===== config.mk =====
export PLATFORM = sky130hd
export DESIGN_NAME = sag_surge_monitor
export DESIGN_NICKNAME = d
export VERILOG_FILES = /design/src/rtl/sag_surge_monitor.sv
export SDC_FILE = /design/constraint.sdc
export NUM_CORES = 1
export LEC_CHECK = 0
export CAP_MARGIN = 20
export CORE_ASPECT_RATIO = 1.75
export CORE_MARGIN = 5
export CORE_UTILIZATION = 54
export DETAILED_ROUTE_END_ITERATION = 7
export PLACE_DENSITY = 0.95
export SYNTH_ARGS = -nofsm -noshare
export SYNTH_HDL_FRONTEND = slang
export SYNTH_SLANG_ARGS = --single-unit

===== constraint.sdc =====
create_clock -name clk -period 5.1 [get_ports clk]
set_input_delay 1.53 -clock clk [delete_from_list [all_inputs] [get_ports clk]]
set_output_delay 1.53 -clock clk [all_outputs]
set_load 0.005 [all_outputs]

===== src/rtl/sag_surge_monitor.sv =====
module sag_surge_monitor #(
  parameter int RMS_W = 24,
  parameter int CNT_W = 8
) (
  input  logic             clk,
  input  logic             rst_n,
  input  logic             rms_valid,
  input  logic [RMS_W-1:0] rms_value,
  input  logic [RMS_W-1:0] dip_level,
  input  logic [RMS_W-1:0] swell_level,
  input  logic [CNT_W-1:0] dip_limit,
  input  logic [CNT_W-1:0] swell_limit,
  input  logic [1:0]       irq_enable,
  input  logic [1:0]       flag_clear,
  output logic [1:0]       flags,
  output logic [RMS_W-1:0] dip_min,
  output logic [RMS_W-1:0] swell_max,
  output logic             irq
);
  localparam logic [CNT_W-1:0] CNT_MAX = {CNT_W{1'b1}};
  localparam logic [CNT_W-1:0] CNT_ONE = CNT_W'(1);

  logic [CNT_W-1:0] low_run, high_run;

  wire is_low  = rms_valid && (rms_value < dip_level);
  wire is_high = rms_valid && (rms_value > swell_level);

  wire [CNT_W-1:0] low_next  = (low_run  == CNT_MAX) ? low_run  : low_run  + CNT_ONE;
  wire [CNT_W-1:0] high_next = (high_run == CNT_MAX) ? high_run : high_run + CNT_ONE;

  wire [CNT_W-1:0] low_need  = (dip_limit   == '0) ? CNT_ONE : dip_limit;
  wire [CNT_W-1:0] high_need = (swell_limit == '0) ? CNT_ONE : swell_limit;

  wire low_hit  = is_low  && (low_next  >= low_need);
  wire high_hit = is_high && (high_next >= high_need);

  always_ff @(posedge clk or negedge rst_n) begin
    if (!rst_n) begin
      low_run  <= '0;
      high_run <= '0;
    end else if (rms_valid) begin
      low_run  <= is_low  ? low_next  : '0;
      high_run <= is_high ? high_next : '0;
    end
  end

  always_ff @(posedge clk or negedge rst_n) begin
    if (!rst_n) begin
      dip_min   <= '0;
      swell_max <= '0;
    end else begin
      if (is_low && (low_run == '0 || rms_value < dip_min))
        dip_min <= rms_value;
      if (is_high && (high_run == '0 || rms_value > swell_max))
        swell_max <= rms_value;
    end
  end

  always_ff @(posedge clk or negedge rst_n) begin
    if (!rst_n) flags <= '0;
    else        flags <= {high_hit, low_hit} | (flags & ~flag_clear);
  end

  assign irq = |(flags & irq_enable);
endmodule


==> results by group, run 1 <==
Status
  • Status: finished, final reports clean

Timing
  • FMAX: 215.6 MHz
  • Fin. max-slew vios: 0
  • Final Setup Violations: 0
  • Max_slew headroom: 43.52%
  • Tmin final: 4.639 ns
  • Setup TNS: 0 ns
  • Unrepaired setup endpoints after global routing: no
  • Max Clock Skew: 0.006428 ns
  • Final Hold Fails: 0
  • Fin crit share: 90.96%
  • Slew @ Worst Pin: 0.8472 ns

Worst setup path
  • Max stage delay on crit path: 0.56 ns
  • CP endpoint kind: flop
  • Data arrival, critical path: 4.86 ns
  • Most Frequent Cell on Critical Path: nand3_1
  • Worst Path Required: 5.32 ns
  • Kind of critical path: input pin to flop
  • CP startpoint kind: input pin
  • Critical path's slowest cell: clkdlybuf4s50_1
  • Worst Path Max Fanout: 24
  • Critical-path cell list: clkdlybuf4s50_1 -> ha_1 -> nand4_1 -> nor4_1 -> o31ai_1 -> nand3_1 -> nand3_1 -> and3b_1 -> buf_4 -> mux2_2

Floorplanning
  • # rows: 49
  • Die ar.: 12570 um^2
  • Core Region: 10240 um^2
  • Die Ht: 144.6 um
  • Die W: 86.92 um
  • Starting Density: 54.61%
  • Io pins: 146

Clock tree
  • # resized after CTS: 0
  • Clk sinks: 66
  • CTS Buf Count: 9
  • TritonCTS clock tree: built
  • Reg clk slew, reported paths: 0.05 ns
  • Post-CTS Repair Setup Buffers: 0
  • Root buffer cell: clkbuf_16
  • CTS Buffer Depth: 2
  • Clock Latency Late Sink: 0.34 ns
  • H-Tree Depth: 3
  • # hold bufs at CTS: 0

Min path
  • Worst hold path type: flop to flop

Logic synthesis
  • Post-synth EDFFs: 0
  • Post-synth top area share: 29.54%
  • Post-Syn Area: 5592 um^2
  • Cell count after synthesis: 594
  • Post-synth top flop: dfrtp_1
  • Syn_area_per_cell: 9.413 um^2
  • Synthesized Nets: 803
  • Async SR Flop Fraction: 100.0%
  • Yosys reg bits: 66
  • Most area-consuming cells after synthesis: dfrtp_1 30%, ha_1 26%, inv_1 7.9%, mux2_2 5.8%, mux2_1 4.0%
  • Synth cell types: 46
  • Register area share after synthesis: 29.54%
  • Area leader, netlist: dfrtp_1
  • Syn. warnings: 0

Placed design
  • Routability Congestion: 0.8950
  • DP Wirelength: 14080 um
  • Number of port buffers: 145
  • Placed Area: 7212 um^2

Layout
  • Layout area overhead: 35.09%
  • Antenna Cells: 0
  • Fillers: 636
  • Commonest non-fill, non-tap cell in the layout: clkdlybuf4s50_1
  • Post-layout nets: 959
  • Layout cells sized above 1: 7.294%
  • Most frequent cells in the layout: 144 x clkdlybuf4s50_1, 118 x inv_1, 114 x ha_1
  • Design Area, Final: 7553 um^2

Power and ir drop
  • Peak supply drop: 0.2724 mV
  • Net Sw Frac: 34.92%
  • Leak pwr: 3.855 nW
  • Clock Power Share: 23.0%
  • Net Sw Power: 1.098 mW
  • Int Power: 2.046 mW
  • Pwr/cell area: 416.2 nW/um^2
  • Combinational power share: 48.0%
  • Reg power frac: 29.0%

Global route
  • Antenna violations before repair: 0
  • GRT Total Usage: 28.76%
  • Largest net degree at the start of global routing: 36
  • First-pass GRT wire length: 27980 um
  • Global route total overflow: 0
  • Number of global-route vias before repair: 5901

Route
  • Routed WL: 17790 um
  • Initial DRT Pass Iterations: 6
  • DRT iter0 DRCs: 283
  • Via Count: 5377
  • Final ANT Viol Nets: 0
  • DR WL/cell: 20.19 um
  • # DRC: 0
  • Mean number of vias per cell: 6.103

Run
  • Max-cap violations: 0
[power groups by stage]
stage / Combinational [mW] / Clock [mW] / Sequential [mW]
finish: 1.51 / 0.723 / 0.913
global placement: 1.36 / 0 / 0.898
global route: 1.64 / 0.747 / 0.939
detailed placement: 1.48 / 0 / 0.914
CTS: 1.51 / 0.726 / 0.909
floorplan: 0.704 / 0 / 0.888
[area by class of cell]
cell class / count / area (um^2) / area share [%]
Clock buffer: 10 / 239.0 / 3.164
Inverter: 118 / 442.9 / 5.864
Clock inverter: 5 / 102.6 / 1.358
Multi-Input combinational cell: 403 / 3447 / 45.64
Sequential cell: 66 / 1652 / 21.87
Timing Repair Buffer: 152 / 1511 / 20.01
Tap cell: 127 / 158.9 / 2.104
[synth_stat cells (3+ instances only)]
library cell / instances
a211oi_1: 4
a22o_1: 10
mux2_1: 20
xnor2_1: 5
a21oi_1: 43
nor2b_1: 5
a41o_1: 3
and3_1: 9
nor4_1: 6
nand2_1: 19
ha_1: 114
dfrtp_1: 66
inv_1: 118
a221oi_1: 3
nand3_1: 20
o21ai_0: 15
a31oi_1: 5
a21o_1: 22
nand4_1: 21
mux2_2: 29
o31ai_1: 3
nor3_1: 3
o22ai_1: 3
o211ai_1: 3
nor2_1: 13
nand2b_1: 6
[layer usage]
layer  global-route usage [%]  up-vias  part of all wire (%)
met5                        0        -                     0
met1                    27.56     2555                    32
met2                    53.06      300                    53
met3                    4.789       98                   6.9
met4                    21.92        0                   7.9
li1                         -     2424                     -
[state kept, by name (all words and copies together) (netlist names)]
name / count
high_run: 8
dip_min: 24
swell_max: 24
low_run: 8
flags: 2
[critical path: cells and delay by family]
kind | cells | cell delay (ns)
and+or+nand+nor | 5 | 1.48
buffers and inverters | 2 | 0.89
adders and majority gates | 1 | 0.39
muxes | 1 | 0.39
AOI/OAI and AO/OA | 1 | 0.16
[worst paths after layout]
check	start	end	slack, ns	cells past startpoint
max in group asynchronous	rst_n	dip_min[20]$_DFFE_PN0P_	2.85	2
hold / removal	dip_min[6]$_DFFE_PN0P_	dip_min[6]$_DFFE_PN0P_	0.52	1
min in group asynchronous	rst_n	dip_min[9]$_DFFE_PN0P_	1.29	1
setup / recovery	rms_value[23]	swell_max[21]$_DFFE_PN0P_	0.46	10
hold reg to reg	dip_min[6]$_DFFE_PN0P_	dip_min[6]$_DFFE_PN0P_	0.52	1
setup reg to reg	low_run[0]$_DFFE_PN0P_	flags[0]$_DFF_PN0_	1.68	13
[kinds of logic after synthesis]
| kind of cell | synth area share [%] |
|---|---|
| and+or+nand+nor | 10.58 |
| buffers and inverters | 8.816 |
| muxes | 9.868 |
| DFF | 29.54 |
| AOI/OAI and AO/OA | 14.75 |
| xor gates and xnor gates | 0.9398 |
| adders and majority gates | 25.51 |
[through the flow]
stage                     hold WS [ns]  setup slack [ns]  total power [mW]  util [%]  instances
final                           0.5187            0.4610             3.144     73.77        881
after global routing            0.5367            0.3980             3.324     73.77        881
after CTS                       0.5204            0.5851             3.143     73.77        881
after detailed placement        0.5079            0.2890             2.390     70.44        866
after global placement          0.4955            0.5623             2.259     70.44        866
after floorplan                 0.5055             1.277             1.592         -        594
(Power assumes the default switching activity.)
==> inputs of run 2 (changes only) <==
CAP_MARGIN = unset   (was 20)
CTS_CLUSTER_SIZE = 8   (was unset)
GPL_TIMING_DRIVEN = 0   (was unset)
==> results by group, run 2 (synthesized netlist as in run 1, its figures left out) <==
Min path
  • Worst hold path type: flop to flop (unchanged)

Layout
  • Final cell count without fillers: 880 (was 881)
  • Commonest non-fill, non-tap cell in the layout: clkdlybuf4s50_1 (unchanged)
  • Most frequent cells in the layout: 144 x clkdlybuf4s50_1, 118 x inv_1, 114 x ha_1 (unchanged)
  • Layout area overhead: 33.39% (was 35.09%)
  • Final core occ: 72.85% (was 73.77%)
  • Post-layout nets: 959 (unchanged)
  • Fillers: 712 (was 636)
  • Antenna Cells: 0 (unchanged)
  • Layout cells sized above 1: 6.906% (was 7.294%)
  • Largest regs: dip_min x24, swell_max x24 (unchanged)

Timing
  • Fin crit share: 90.92% (was 90.96%)
  • Setup TNS: 0 ns (unchanged)
  • Fin. max-slew vios: 0 (unchanged)
  • Max Clock Skew: 0.006181 ns (was 0.006428 ns)
  • Unrepaired setup endpoints after global routing: no (unchanged)
  • Tmin final: 4.637 ns (was 4.639 ns)
  • Max_slew headroom: 40.46% (was 43.52%)
  • Final Setup Violations: 0 (unchanged)
  • Final Hold Fails: 0 (unchanged)
  • FMAX: 215.7 MHz (was 215.6 MHz)
  • Slew @ Worst Pin: 0.8705 ns (was 0.8472 ns)
  • Final Hold Slack: 0.5090 ns (was 0.5187 ns)

Clock tree
  • CTS Buffer Depth: 2 (unchanged)
  • Clock Latency Late Sink: 0.34 ns (about the same)
  • # hold bufs at CTS: 0 (unchanged)
  • Reg clk slew, reported paths: 0.05 ns (about the same)
  • # resized after CTS: 0 (unchanged)
  • Post-CTS Repair Setup Buffers: 0 (unchanged)
  • H-Tree Depth: 3 (unchanged)
  • Clk sinks: 66 (unchanged)
  • CTS Buf Count: 9 (unchanged)
  • TritonCTS clock tree: built (unchanged)
  • Root buffer cell: clkbuf_16 (unchanged)

Power and ir drop
  • Peak supply drop: 0.2410 mV (was 0.2724 mV)
  • Pwr/cell area: 393.7 nW/um^2 (was 416.2 nW/um^2)
  • Final Power: 2.937 mW (was 3.144 mW)
  • Leak pwr: 3.817 nW (was 3.855 nW)

Worst setup path
  • Critical-path cell list: clkdlybuf4s50_1 -> ha_1 -> nand4_1 -> nor4_1 -> o31ai_1 -> nand3_1 -> nand3_1 -> and3b_1 -> buf_2 -> buf_4 -> mux2_2 (was clkdlybuf4s50_1 -> ha_1 -> nand4_1 -> nor4_1 -> o31ai_1 -> nand3_1 -> nand3_1 -> and3b_1 -> buf_4 -> mux2_2)
  • CP bufs+invs: 3 (was 2)
  • Reg2Reg Setup Slack: 1.81 ns (was 1.68 ns)
  • Worst Path Required: 5.32 ns (about the same)
  • Top cell family by delay on the critical path: simple AND/OR/NAND/NOR gates (unchanged)
  • Kind of critical path: input pin to flop (unchanged)
  • Data arrival, critical path: 4.85 ns (was 4.86 ns)
  • Most Frequent Cell on Critical Path: nand3_1 (unchanged)
  • Max stage delay on crit path: 0.56 ns (about the same)
  • CP startpoint kind: input pin (unchanged)
  • CP endpoint kind: flop (unchanged)
  • Critical path's slowest cell: clkdlybuf4s50_1 (unchanged)
  • Worst Path Max Fanout: 10 (was 24)

Placed design
  • Cells after DPL: 866 (unchanged)
  • Number of port buffers: 145 (unchanged)
  • DP Wirelength: 13050 um (was 14080 um)
  • Routability Congestion: 0.8672 (was 0.8950)

Route
  • # DRC: 0 (unchanged)
  • Initial DRT Pass Iterations: 5 (was 6)
  • DRT iter0 DRCs: 207 (was 283)
  • Routed WL: 16260 um (was 17790 um)
  • DR WL/cell: 18.48 um (was 20.19 um)
  • Final ANT Viol Nets: 0 (unchanged)
  • Mean number of vias per cell: 5.833 (was 6.103)
  • Via Count: 5133 (was 5377)

Global route
  • Antenna violations before repair: 0 (unchanged)
  • Largest net degree at the start of global routing: 67 (was 36)
  • Global route total overflow: 0 (unchanged)
  • GRT Total Usage: 26.82% (was 28.76%)
  • Number of global-route vias before repair: 5704 (was 5901)
  • First-pass GRT wire length: 26280 um (was 27980 um)

Status
  • Status: finished, final reports clean (unchanged)

Run
  • Max-cap violations: 0 (unchanged)

Floorplanning
  • Die ar.: 12570 um^2 (unchanged)
  • # rows: 49 (unchanged)
  • Die Ht: 144.6 um (unchanged)
  • Starting Density: 54.61% (unchanged)
  • Core Region: 10240 um^2 (unchanged)
  • Die W: 86.92 um (unchanged)
  • Io pins: 146 (unchanged)
-- run 2: cell count changes in the layout (fill, tap and decap cells not counted), sizes merged --
| cell | change |
|---|---|
| buf | -2 |
| bufinv | -3 |
| clkbuf | +2 |
| clkinv | +3 |
| clkinvlp | -1 |
-- run 2: layout make-up --
cell class / count / area, um^2 / area share (%)
Clock inverter: 4 / 20.02 / 0.2684
Timing Repair Buffer: 145 / 1449 / 19.43
Clock buffer: 10 / 239.0 / 3.204
Buffer: 7 / 50.05 / 0.6710
Sequential cell: 66 / 1652 / 22.14
Multi-Input combinational cell: 403 / 3447 / 46.22
Inverter: 118 / 442.9 / 5.939
Tap cell: 127 / 158.9 / 2.131
-- run 2: worst paths after layout --
| check | startpoint | to | cells after the start |
|---|---|---|---|
| max | rms_value[22] | swell_max[20]$_DFFE_PN0P_ | 11 |
| min | dip_min[20]$_DFFE_PN0P_ | dip_min[20]$_DFFE_PN0P_ | 1 |
| max reg2reg | low_run[0]$_DFFE_PN0P_ | flags[0]$_DFF_PN0_ | 13 |
| min reg2reg | dip_min[20]$_DFFE_PN0P_ | dip_min[20]$_DFFE_PN0P_ | 1 |
| max in group asynchronous | rst_n | high_run[1]$_DFFE_PN0P_ | 1 |
| min in group asynchronous | rst_n | swell_max[12]$_DFFE_PN0P_ | 1 |
-- run 2: through the flow --
stage | worst slack (ns) | cell area, um^2
floorplan | 1.277 | 5592
global placement | 0.1312 | 7202
detailed placement | 0.1512 | 7199
CTS | 0.4857 | 7458
global route | 0.2699 | 7458
finish | 0.4629 | 7458
-- run 2: layer usage --
layer	vias to the layer above	GRT usage (%)	wire length (um)
met5	-	0	0
met2	202	49.42	8791
li1	2424	-	-
met1	2433	26.11	5584
met4	0	19.21	1047
met3	74	4.732	836
-- run 2: report_power, final --
part / internal, mW / total [mW] / switching (mW) / leakage (nW)
logic: 0.831 / 1.48 / 0.653 / 2.88
clock network: 0.332 / 0.552 / 0.219 / 0.134
registers: 0.728 / 0.901 / 0.173 / 0.809
